===== src/rtl/rob_pkg.sv =====
package rob_pkg;
  typedef enum logic [1:0] {
    KIND_REG    = 2'd0,
    KIND_STORE  = 2'd1,
    KIND_BRANCH = 2'd2,
    KIND_NONE   = 2'd3
  } rob_kind_e;
endpackage


===== src/rtl/rob_pointers.sv =====
// Head, tail and occupancy of the circular buffer.
module rob_pointers #(
  parameter int DEPTH = 8,
  localparam int TAG_W = $clog2(DEPTH),
  localparam int CNT_W = $clog2(DEPTH + 1)
) (
  input  logic             clk,
  input  logic             rst,
  input  logic             push,
  input  logic             pop,
  input  logic             flush,
  output logic [TAG_W-1:0] head,
  output logic [TAG_W-1:0] tail,
  output logic [CNT_W-1:0] count,
  output logic             full
);
  function automatic logic [TAG_W-1:0] step(input logic [TAG_W-1:0] p);
    return (p == TAG_W'(DEPTH - 1)) ? '0 : p + 1'b1;
  endfunction

  assign full = (count == CNT_W'(DEPTH));

  always_ff @(posedge clk) begin
    if (rst) begin
      head  <= '0;
      tail  <= '0;
      count <= '0;
    end else if (flush) begin
      // the retiring branch leaves, everything behind it is dropped
      head  <= step(head);
      tail  <= step(head);
      count <= '0;
    end else begin
      if (pop)  head <= step(head);
      if (push) tail <= step(tail);
      count <= count + CNT_W'(push) - CNT_W'(pop);
    end
  end
endmodule


===== src/rtl/rob_entries.sv =====
// Per-slot storage: flags with reset, payload arrays without reset.
module rob_entries #(
  parameter int DEPTH  = 8,
  parameter int DATA_W = 32,
  parameter int REG_W  = 5,
  localparam int TAG_W = $clog2(DEPTH)
) (
  input  logic              clk,
  input  logic              rst,
  input  logic              alloc_en,
  input  logic [TAG_W-1:0]  alloc_idx,
  input  logic [1:0]        alloc_kind,
  input  logic [REG_W-1:0]  alloc_dest,
  input  logic              alloc_pred,
  input  logic              wb_en,
  input  logic [TAG_W-1:0]  wb_idx,
  input  logic [DATA_W-1:0] wb_value,
  input  logic              wb_taken,
  input  logic              clr_en,
  input  logic [TAG_W-1:0]  clr_idx,
  input  logic              flush_all,
  input  logic [TAG_W-1:0]  head_idx,
  input  logic [TAG_W-1:0]  lk_idx,
  output logic              head_valid,
  output logic              head_ready,
  output logic [1:0]        head_kind,
  output logic [REG_W-1:0]  head_dest,
  output logic [DATA_W-1:0] head_value,
  output logic              head_pred,
  output logic              head_taken,
  output logic              lk_hit,
  output logic [DATA_W-1:0] lk_value
);
  logic [DEPTH-1:0]  valid_q, ready_q, pred_q, taken_q;
  logic [1:0]        kind_mem  [DEPTH];
  logic [REG_W-1:0]  dest_mem  [DEPTH];
  logic [DATA_W-1:0] value_mem [DEPTH];

  logic wb_hit;
  assign wb_hit = wb_en && valid_q[wb_idx];

  // payload: plain write-enabled arrays, no reset
  always_ff @(posedge clk) begin
    if (wb_hit) value_mem[wb_idx] <= wb_value;
    if (alloc_en) begin
      kind_mem[alloc_idx] <= alloc_kind;
      dest_mem[alloc_idx] <= alloc_dest;
    end
  end

  always_ff @(posedge clk) begin
    if (rst) begin
      valid_q <= '0;
      ready_q <= '0;
      pred_q  <= '0;
      taken_q <= '0;
    end else begin
      if (wb_hit) begin
        ready_q[wb_idx] <= 1'b1;
        taken_q[wb_idx] <= wb_taken;
      end
      if (clr_en)    valid_q[clr_idx] <= 1'b0;
      if (flush_all) valid_q <= '0;
      if (alloc_en) begin
        valid_q[alloc_idx] <= 1'b1;
        ready_q[alloc_idx] <= 1'b0;
        pred_q[alloc_idx]  <= alloc_pred;
      end
    end
  end

  assign head_valid = valid_q[head_idx];
  assign head_ready = ready_q[head_idx];
  assign head_kind  = kind_mem[head_idx];
  assign head_dest  = dest_mem[head_idx];
  assign head_value = value_mem[head_idx];
  assign head_pred  = pred_q[head_idx];
  assign head_taken = taken_q[head_idx];
  assign lk_hit     = valid_q[lk_idx] && ready_q[lk_idx];
  assign lk_value   = value_mem[lk_idx];
endmodule


===== src/rtl/rob_retire.sv =====
// Decides the commit action of the head slot and registers it.
module rob_retire
  import rob_pkg::*;
#(
  parameter int DATA_W = 32,
  parameter int REG_W  = 5
) (
  input  logic              clk,
  input  logic              rst,
  input  logic              fire,
  input  logic [1:0]        kind,
  input  logic [REG_W-1:0]  dest,
  input  logic [DATA_W-1:0] value,
  input  logic              pred,
  input  logic              taken,
  output logic              mispredict,
  output logic              rf_we,
  output logic [REG_W-1:0]  rf_addr,
  output logic [DATA_W-1:0] rf_data,
  output logic              st_valid,
  output logic [DATA_W-1:0] st_data,
  output logic              redirect,
  output logic              redirect_taken
);
  rob_kind_e k;
  assign k = rob_kind_e'(kind);
  assign mispredict = fire && (k == KIND_BRANCH) && (taken != pred);

  always_ff @(posedge clk) begin
    if (rst) begin
      rf_we          <= 1'b0;
      rf_addr        <= '0;
      rf_data        <= '0;
      st_valid       <= 1'b0;
      st_data        <= '0;
      redirect       <= 1'b0;
      redirect_taken <= 1'b0;
    end else begin
      rf_we          <= fire && (k == KIND_REG);
      rf_addr        <= dest;
      rf_data        <= value;
      st_valid       <= fire && (k == KIND_STORE);
      st_data        <= value;
      redirect       <= mispredict;
      redirect_taken <= taken;
    end
  end
endmodule


===== src/rtl/spec_rob.sv =====
module spec_rob #(
  parameter int DEPTH  = 8,
  parameter int DATA_W = 32,
  parameter int REG_W  = 5,
  localparam int TAG_W = $clog2(DEPTH),
  localparam int CNT_W = $clog2(DEPTH + 1)
) (
  input  logic              clk,
  input  logic              rst,
  input  logic              alloc_valid,
  input  logic [1:0]        alloc_kind,
  input  logic [REG_W-1:0]  alloc_dest,
  input  logic              alloc_pred_taken,
  output logic              alloc_ready,
  output logic [TAG_W-1:0]  alloc_tag,
  input  logic              wb_valid,
  input  logic [TAG_W-1:0]  wb_tag,
  input  logic [DATA_W-1:0] wb_value,
  input  logic              wb_taken,
  input  logic [TAG_W-1:0]  lk_tag,
  output logic              lk_ready,
  output logic [DATA_W-1:0] lk_value,
  output logic              rf_we,
  output logic [REG_W-1:0]  rf_addr,
  output logic [DATA_W-1:0] rf_data,
  output logic              st_valid,
  output logic [DATA_W-1:0] st_data,
  output logic              redirect,
  output logic              redirect_taken
);
  logic [TAG_W-1:0]  head_q, tail_q;
  logic [CNT_W-1:0]  cnt_q;
  logic              full_w, push, fire, flush;
  logic              h_valid, h_ready, h_pred, h_taken;
  logic [1:0]        h_kind;
  logic [REG_W-1:0]  h_dest;
  logic [DATA_W-1:0] h_value;

  assign fire        = h_valid && h_ready;
  assign alloc_ready = !full_w && !flush;
  assign push        = alloc_valid && alloc_ready;
  assign alloc_tag   = tail_q;

  rob_pointers #(.DEPTH(DEPTH)) u_ptr (
    .clk(clk), .rst(rst), .push(push), .pop(fire), .flush(flush),
    .head(head_q), .tail(tail_q), .count(cnt_q), .full(full_w)
  );

  rob_entries #(.DEPTH(DEPTH), .DATA_W(DATA_W), .REG_W(REG_W)) u_ent (
    .clk(clk), .rst(rst),
    .alloc_en(push), .alloc_idx(tail_q), .alloc_kind(alloc_kind),
    .alloc_dest(alloc_dest), .alloc_pred(alloc_pred_taken),
    .wb_en(wb_valid), .wb_idx(wb_tag), .wb_value(wb_value), .wb_taken(wb_taken),
    .clr_en(fire), .clr_idx(head_q), .flush_all(flush),
    .head_idx(head_q), .lk_idx(lk_tag),
    .head_valid(h_valid), .head_ready(h_ready), .head_kind(h_kind),
    .head_dest(h_dest), .head_value(h_value), .head_pred(h_pred),
    .head_taken(h_taken), .lk_hit(lk_ready), .lk_value(lk_value)
  );

  rob_retire #(.DATA_W(DATA_W), .REG_W(REG_W)) u_ret (
    .clk(clk), .rst(rst), .fire(fire), .kind(h_kind), .dest(h_dest),
    .value(h_value), .pred(h_pred), .taken(h_taken), .mispredict(flush),
    .rf_we(rf_we), .rf_addr(rf_addr), .rf_data(rf_data),
    .st_valid(st_valid), .st_data(st_data),
    .redirect(redirect), .redirect_taken(redirect_taken)
  );
endmodule


===== config.mk =====
export PLATFORM = sky130hd
export DESIGN_NAME = spec_rob
export DESIGN_NICKNAME = d
export VERILOG_FILES = /design/src/rtl/rob_pkg.sv /design/src/rtl/rob_pointers.sv /design/src/rtl/rob_entries.sv /design/src/rtl/rob_retire.sv /design/src/rtl/spec_rob.sv
export SDC_FILE = /design/constraint.sdc
export NUM_CORES = 1
export LEC_CHECK = 0
export ABC_CLOCK_PERIOD_IN_PS = 6400
export BUFFER_PORTS_ARGS = -buffer_cell sky130_fd_sc_hd__buf_2
export CORE_MARGIN = 5
export CORE_UTILIZATION = 40
export DETAILED_ROUTE_END_ITERATION = 6
export PLACE_DENSITY_LB_ADDON = 0.2
export SETUP_SLACK_MARGIN = 0.2
export SLEW_MARGIN = 25
export SYNTH_ARGS = -nofsm -noshare
export SYNTH_HDL_FRONTEND = slang
export SYNTH_HIERARCHICAL = 1
export SYNTH_SLANG_ARGS = --single-unit

===== constraint.sdc =====
create_clock -name clk -period 6.4 [get_ports clk]
set_input_delay 0.64 -clock clk [delete_from_list [all_inputs] [get_ports clk]]
set_output_delay 0.64 -clock clk [all_outputs]
set_load 0.05 [all_outputs]

==> results of run 1 <==
[layer usage]
metal	global-route usage (%)	share of wire, %	up-vias
met5	0	0.17	-
met4	4.69	2.1	10
met3	3.45	5.5	70
met2	27.8	50	242
met1	22.4	42	4734
li1	-	-	4033
[area by class of cell]
class,count,area [µm²]
sequential,395,11000
antenna,1,2.50
inverter,20,75.1
timing repair buffer,178,941
multi-input combinational,432,5800
clock buffer,66,1290
clock inverter,18,180
tap,585,732
fill,3710,23100
[where the power goes]
part	internal, mW	total, mW	switching [mW]
clock network	1.49	2.52	1.03
logic	0.161	0.471	0.310
registers	2.81	2.83	0.0224
[cell usage after synthesis (2+ instances only)]
library cell,instances
edfxtp_1,312
mux4_2,132
dfxtp_1,83
nor2b_1,42
mux2_4,40
nor2_1,38
mux2_2,35
buf_4,32
clkbuf_1,26
inv_1,20
buf_2,18
mux4_1,18
mux2i_1,17
nand2_1,16
a31oi_1,10
ha_1,9
nand3_1,9
nor3_1,9
a21oi_1,7
a211oi_1,6
nand4_1,6
buf_12,5
clkbuf_4,4
nand2b_1,4
nand4b_1,4
and3_1,3
o21ai_0,3
and2_1,2
buf_6,2
mux2_1,2
nand3b_1,2
o2111ai_1,2
or3_1,2
[flip-flops by register name, indices dropped and copies added (netlist names), 3 cells and up]
name             count
u_ent/pred_q         8
u_ptr/count          4
u_ptr/tail           3
u_ent/valid_q        8
u_ent/value_mem    256
u_ent/ready_q        8
u_ent/taken_q        8
u_ret/st_data       32
u_ptr/head           3
u_ent/dest_mem      40
u_ent/kind_mem      16
u_ret/rf_addr        5
[cell families (layout without fill, tap and decap cells)]
group | Yosys count | count (layout)
XOR/XNOR | 2 | 2
flip-flops | 395 | 395
AND/OR/NAND/NOR | 144 | 144
buffers and inverters | 108 | 282
adder cells (fa/ha/maj) | 10 | 10
other | 0 | 1
multiplexers | 244 | 244
AO/OA/AOI/OAI | 32 | 32
[through the flow]
stage                     hold WS (ps)  setup WS (ps)
final                              327           1840
after global routing               320           1470
after CTS                          296           1800
after detailed placement           461           1800
after global placement             452           1940
after floorplan                    433           2560
[final timing paths]
kind | startpoint | end | slack, ps | depth (start not counted)
min reg2reg | u_ent/pred_q[7] | u_ent/pred_q[7] | 470 | 2
max reg2reg | u_ptr/head[0] | u_ent/pred_q[6] | 1840 | 9
min | wb_value[20] | u_ent/value_mem[0][20] | 330 | 1
max | u_ptr/head[0] | u_ent/pred_q[6] | 1840 | 9
==> out/results.ini, run 1 <==
[status]
status = complete, no violations

[power_and_ir_drop]
p_total_mw = 5.82
powerDensity_nw_per_um2 = 290
leakage_nw = 6.89
vdd.ir_drop.worst_v = 0.000188

[detailed_routing]
num_vias = 9089
drt_first_iter_violations = 591
dr.pass1.iters = 5
wl_um = 39500
drc = 0
drt-vias-per-instance = 5.36
post_drt_wl_per_cell_um = 23.3
antenna_left = 0

[final_layout]
layout_common_cells = 312 x edfxtp_1, 158 x buf_2, 132 x mux4_2
final_area_um2 = 20100
final_cells = 1695
layout_commonest_cell = edfxtp_1
drive_gt1_share_pct = 41.7
area_delta_synth_final_pct = 14.7
utilization_pct = 46.5
finish.net_count = 1133

[timing]
slew_violations = 0
finalSetupViolCount = 0
max_freq_ghz = 0.219
finalCritPeriodShare_pct = 71.2
worst_slew_pin_slew_ps = 1050
slew_headroom_pct = 29.5
grt_setup_unrepaired = no
setup_tns_ps = 0
finalHoldViolCount = 0
finalCriticalPeriod_ps = 4560
skew_ps = 16.9

[global_routing]
grt_usage_pct = 16.7
grt-ovfl-total = 0
grt_pass1_wl_um = 59900
antenna_found_initial = 6
grt_max_degree = 53
grt_pass1_vias = 9559

[synthesis]
yosys.area_share.simple_pct = 4.55
synth-seq-area-share_pct = 63.1
synth-edff-count = 312
synthCells = 935
yosysTopAreaCellShare_pct = 53.6
syn_nets = 996
synth_flop_cell = edfxtp_1
synth_async_sr_flop_share_pct = 0
ys_types = 48
synthesis.area_um2 = 17500
synthMuxAreaShare_pct = 26.5
avgSynthCellArea_um2 = 18.7
synth_compound_area_share_pct = 1.23
ys_ff_latch = 395
synth_xor_area_share_pct = 0.100
synthTopCellsByArea = edfxtp_1 54%, mux4_2 17%, dfxtp_1 9.5%, mux2_4 3.4%, mux4_1 2.7%
synth_top_family_by_area = multiplexers
ys.warnings.count = 6
synth_top_area_cell = edfxtp_1
synth_fa_ha_area_share_pct = 0.759

[worst_setup_path]
cp-end-kind = flip-flop
cp_max_fo = 43
worstPathArrival_ps = 5000
crit_type = reg2reg
critical_path.top_delay_family = simple AND/OR/NAND/NOR gates
path_cells = mux4_1 > mux2_2 > and2_1 > and4bb_2 > nor3b_2 > nand2_1 > nor2_1 > mux2i_1 > nor2_1
crit_top_cell = nor2_1
critPathBufInv = 0
cpPeakStageDelay_ps = 860
critPathLaunchType = flip-flop
crit_required_ps = 6850
crit_path_top_delay_cell = dfxtp_4

[cts]
cts_resized = 0
cts.clk_slew.worst_paths_ps = 60
clock_latency_ps = 580
cts_root_buf = clkbuf_16
cts.sinks = 395
cts_setup_buffers = 0
cts-buffers-inserted = 45
h-tree-depth = 2
hold_buffers = 0
cts_tree = done
cts_max_path_buffers = 3

[floorplan]
die_w_um = 219
initial_core_util_pct = 40.5
ios = 161
rows = 76
die_height_um = 219
core_area_um2 = 43200
die_area_um2 = 48000

[place]
dpl.hpwl_um = 23000
numPortBuffers = 160
dp_cells = 1610
placed_area_um2 = 18600
gp_congestion = 0.798

[min_path]
min_path_type = in2reg

[run]
drv_cap = 0

No activity file was read; power rests on OpenSTA's default activity.
==> inputs of run 2 (changes only) <==
- ABC_CLOCK_PERIOD_IN_PS: 6400 -> 4700
- clock period: 6.4 -> 4.7 ns (I/O delays scaled with it)
==> out/results.ini, run 2 (synthesis gave the netlist of run 1 again) <==
[status]
status = complete, no violations

[run]
drv_cap = 0

[cts]
h-tree-depth = 2
cts.clk_slew.worst_paths_ps = 60
cts_resized = 0
cts_max_path_buffers = 3
cts-buffers-inserted = 45
cts_tree = done
clock_latency_ps = 570
hold_buffers = 0
cts_setup_buffers = 0
cts.sinks = 395
cts_root_buf = clkbuf_16

[worst_setup_path]
crit_required_ps = 5170
reg2reg_depth = 9
reg2reg_to = u_ptr/count[1]
reg2reg_from = u_ptr/head[0]
cp_max_fo = 28
crit_path_top_delay_cell = dfxtp_4
worstPathArrival_ps = 4250
r2r_slack_ps = 920
crit_type = reg2reg
cpPeakStageDelay_ps = 640
critPathLaunchType = flip-flop
cp-end-kind = flip-flop
path_cells = mux4_1 > mux2_2 > xnor2_1 > and4bb_2 > nor3b_2 > ha_1 > inv_1 > fa_1 > nor3_1

[timing]
setup_tns_ps = 0
slew_violations = 0
worst_slew_pin_slew_ps = 1020
finalCriticalPeriod_ps = 3780
layout_setup_ws_ps = 918
finalHoldViolCount = 0
max_freq_ghz = 0.264
skew_ps = 27.3
finalCritPeriodShare_pct = 80.5
whs_ps = 162
grt_setup_unrepaired = no
finalSetupViolCount = 0
slew_headroom_pct = 31.7

[global_routing]
grt_max_degree = 62
grt-ovfl-total = 0
grt_pass1_vias = 9805
grt_usage_pct = 17.0
antenna_found_initial = 3
grt_pass1_wl_um = 60700

[final_layout]
finish.net_count = 1145
final_cells = 1706
drive_gt1_share_pct = 42.7
utilization_pct = 46.9
reg.largest.list = u_ent/value_mem (256), u_ent/dest_mem (40), u_ret/st_data (32)
fill_cells = 3748
layout_common_cells = 312 x edfxtp_1, 158 x buf_2, 132 x mux4_2
layout_commonest_cell = edfxtp_1
area_delta_synth_final_pct = 15.9
largest_reg_flops = 256
final_area_um2 = 20300
top_register = u_ent/value_mem

[detailed_routing]
drc = 0
antenna_left = 0
post_drt_wl_per_cell_um = 23.8
num_vias = 9200
wl_um = 40700
drt-vias-per-instance = 5.39
drt_first_iter_violations = 444
dr.pass1.iters = 4

[place]
placed_area_um2 = 18700
dpl.hpwl_um = 24200
place_worst_setup_slack_ps = 919
dp_cells = 1622
numPortBuffers = 160
gp_congestion = 0.792

[min_path]
hold_path_depth = 1
hold_start = wb_value[8]
worstHoldEndpoint = u_ent/value_mem[1][8]
min_path_type = in2reg

[floorplan]
core_area_um2 = 43200
die_w_um = 219
initial_core_util_pct = 40.5
die_height_um = 219
rows = 76
ios = 161
die_area_um2 = 48000

[power_and_ir_drop]
powerDensity_nw_per_um2 = 404
p_total_mw = 8.18
vdd.ir_drop.worst_v = 0.000311
leakage_nw = 6.99

[run 2: final cells by class]
type | instances | area [µm²] | share of cell area (%)
diodes | 1 | 2.50 | 0.0124
clock buffers | 59 | 1270 | 6.28
clock inverters | 24 | 302 | 1.49
inverters | 20 | 75.1 | 0.371
multi-input cells | 432 | 5800 | 28.6
flip-flops and latches | 395 | 11000 | 54.5
well taps | 585 | 732 | 3.61
repair buffers | 190 | 1030 | 5.11
[run 2: where the power goes]
part | total (mW) | switching (mW) | leakage [nW] | internal [mW]
sequential | 3.86 | 0.0309 | 3.49 | 3.83
combinational | 0.647 | 0.424 | 2.75 | 0.223
clock | 3.67 | 1.42 | 0.756 | 2.25
total | 8.18 | 1.88 | 6.99 | 6.30
[run 2: worst max-delay path, delay by kind of cell (launching register included)]
kind	cells	cell delay (ps)
mux	2	940
fa+ha+maj	2	730
xor+xnor	1	190
flops	1	640
simple gates	3	1140
buf+inv	1	60
[run 2: worst max-delay path by stage]
stage / to / from / slack (ps) / cells past startpoint
floorplan: u_ent/pred_q[0] / u_ptr/head[1] / 860 / 12
global placement: u_ptr/count[2] / u_ptr/head[0] / 970 / 10
detailed placement: u_ptr/count[2] / u_ptr/head[0] / 920 / 10
CTS: u_ptr/count[1] / u_ptr/head[0] / 880 / 9
global route: u_ptr/count[2] / u_ptr/head[0] / 630 / 10
finish: u_ptr/count[1] / u_ptr/head[0] / 920 / 9
[run 2: routing by layer]
metal / wire length, µm / up-vias / GRT usage (%)
li1: - / 4065 / -
met1: 16900 / 4848 / 21.9
met2: 21000 / 214 / 29.4
met3: 1850 / 69 / 3.28
met4: 863 / 4 / 4.75
met5: 34 / - / 0
==> inputs of run 3 (changes only) <==
- ABC_CLOCK_PERIOD_IN_PS: 4700 -> 3700
- clock period: 4.7 -> 3.7 ns (I/O delays scaled with it)
==> out/results.ini, run 3 (synthesis gave the netlist of run 1 again) <==
[final_layout]
layout_common_cells = 312 x edfxtp_1, 157 x buf_2, 132 x mux4_2
top_register = u_ent/value_mem
fill_cells = 3741
utilization_pct = 46.8
drive_gt1_share_pct = 43.2
layout_commonest_cell = edfxtp_1
final_cells = 1716
finish.net_count = 1155
area_delta_synth_final_pct = 15.6
largest_reg_flops = 256
reg.largest.list = u_ent/value_mem (256), u_ent/dest_mem (40), u_ret/st_data (32)

[timing]
grt_setup_unrepaired = no
finalSetupViolCount = 0
finalHoldViolCount = 0
max_freq_ghz = 0.300
slew_violations = 0
finalCriticalPeriod_ps = 3330
finalCritPeriodShare_pct = 90.1
slew_headroom_pct = 30.1
worst_slew_pin_slew_ps = 1040
setup_tns_ps = 0
skew_ps = 11.6

[global_routing]
grt_pass1_wl_um = 59800
use_met1_pct = 22.2
met2_usage_pct = 27.4
busiest_layer = met2
antenna_found_initial = 6
grt_usage_pct = 16.6
grt-ovfl-total = 0
grt_max_degree = 70
grt_pass1_vias = 9698
grtUsageMet3_pct = 4.11

[cts]
cts_max_path_buffers = 3
cts.clk_slew.worst_paths_ps = 60
h-tree-depth = 2
clock_latency_ps = 570
cts_tree = done
cts.sinks = 395
cts_root_buf = clkbuf_16
cts-buffers-inserted = 43

[worst_setup_path]
crit_required_ps = 3330
crit_type = reg2out
worstPathArrival_ps = 2960
cp-end-kind = output port
critPathLaunchType = flip-flop
cp_max_fo = 13

[floorplan]
rows = 76
die_w_um = 219
core_area_um2 = 43200
die_area_um2 = 48000
initial_core_util_pct = 40.5
die_height_um = 219
ios = 161

[place]
dp_cells = 1628
gp_congestion = 0.797
numPortBuffers = 160
dpl.hpwl_um = 24100

[run]
drv_cap = 0

[detailed_routing]
dr.pass1.iters = 5
num_vias = 9244
drt-vias-per-instance = 5.39
drc = 0
post_drt_wl_per_cell_um = 23.3
drt_first_iter_violations = 518
antenna_left = 0
wl_um = 40000

[min_path]
min_path_type = in2reg

[power_and_ir_drop]
vdd.ir_drop.worst_v = 0.000342
leakage_nw = 6.96
powerDensity_nw_per_um2 = 490

[status]
status = complete, no violations

-- run 3: cell types whose count changed in the layout (fill, tap and decap cells not counted), moves of 4 or more --
cell,previous run,this run
clkbuf_1,8,12
buf_4,31,42
clkinvlp_4,4,0
bufinv_16,6,1
clkbuf_16,48,44
inv_1,19,14
clkbuf_8,3,8
clkinv_2,3,9
-- run 3: repair_timing --
action | in CTS | in global routing
endpoints found under the setup margin | 21 | 1
hold endpoints to repair | 0 | 0
resized for setup | 0 | 1
hold buffers | 0 | 0
buffers inserted | 6 | 0
-- run 3: layout make-up --
type,count,area (µm²),area share [%]
Timing Repair Buffer,202,1150,5.70
Sequential cell,395,11000,54.7
Antenna cell,2,5.00,0.0248
Clock inverter,15,121,0.601
Tap cell,585,732,3.62
Inverter,20,75.1,0.372
Clock buffer,65,1260,6.26
Multi-Input combinational cell,432,5810,28.8
-- run 3: worst paths after layout --
check / from / endpoint / slack (ps) / cells after the start
worst max-delay path: u_ptr/head[0] / alloc_ready / 370 / 7
worst min-delay path: wb_value[15] / u_ent/value_mem[0][15] / 80 / 1
worst max register to register: u_ptr/head[0] / u_ent/dest_mem[5][0] / 490 / 8
worst min register to register: u_ent/pred_q[7] / u_ent/pred_q[7] / 470 / 2
-- run 3: per-stage QoR --
step / power (mW) / hold slack (ps) / worst slack (ps) / cell area (µm²)
after global placement: 5.83 / 467 / 186 / 18700
final: 9.90 / 78.3 / 365 / 20200
after CTS: 10.1 / 41.1 / 317 / 20200
after global routing: 10.3 / 50.7 / 207 / 20200
after floorplan: 5.60 / 433 / 121 / 17500
after detailed placement: 5.84 / 458 / 166 / 18700
-- run 3: worst max-delay path, cell delays in order, from the launching register on --
cell      delay, ps
dfxtp_4         430
buf_4           220
mux4_1          560
mux2_4          320
and4bb_2        280
buf_4           200
nor2_1          120
buf_2           270
-- run 3: metal layers --
layer | part of all wire, % | vias to the layer above
met5 | 0.15 | -
met4 | 2.3 | 8
met3 | 5.5 | 72
met2 | 49 | 240
met1 | 43 | 4850
li1 | - | 4074
-- run 3: report_power, final --
group	switching [mW]	internal, mW	leakage [nW]
clock network	1.72	2.44	0.689
logic	0.542	0.292	2.78
registers	0.0415	4.86	3.49
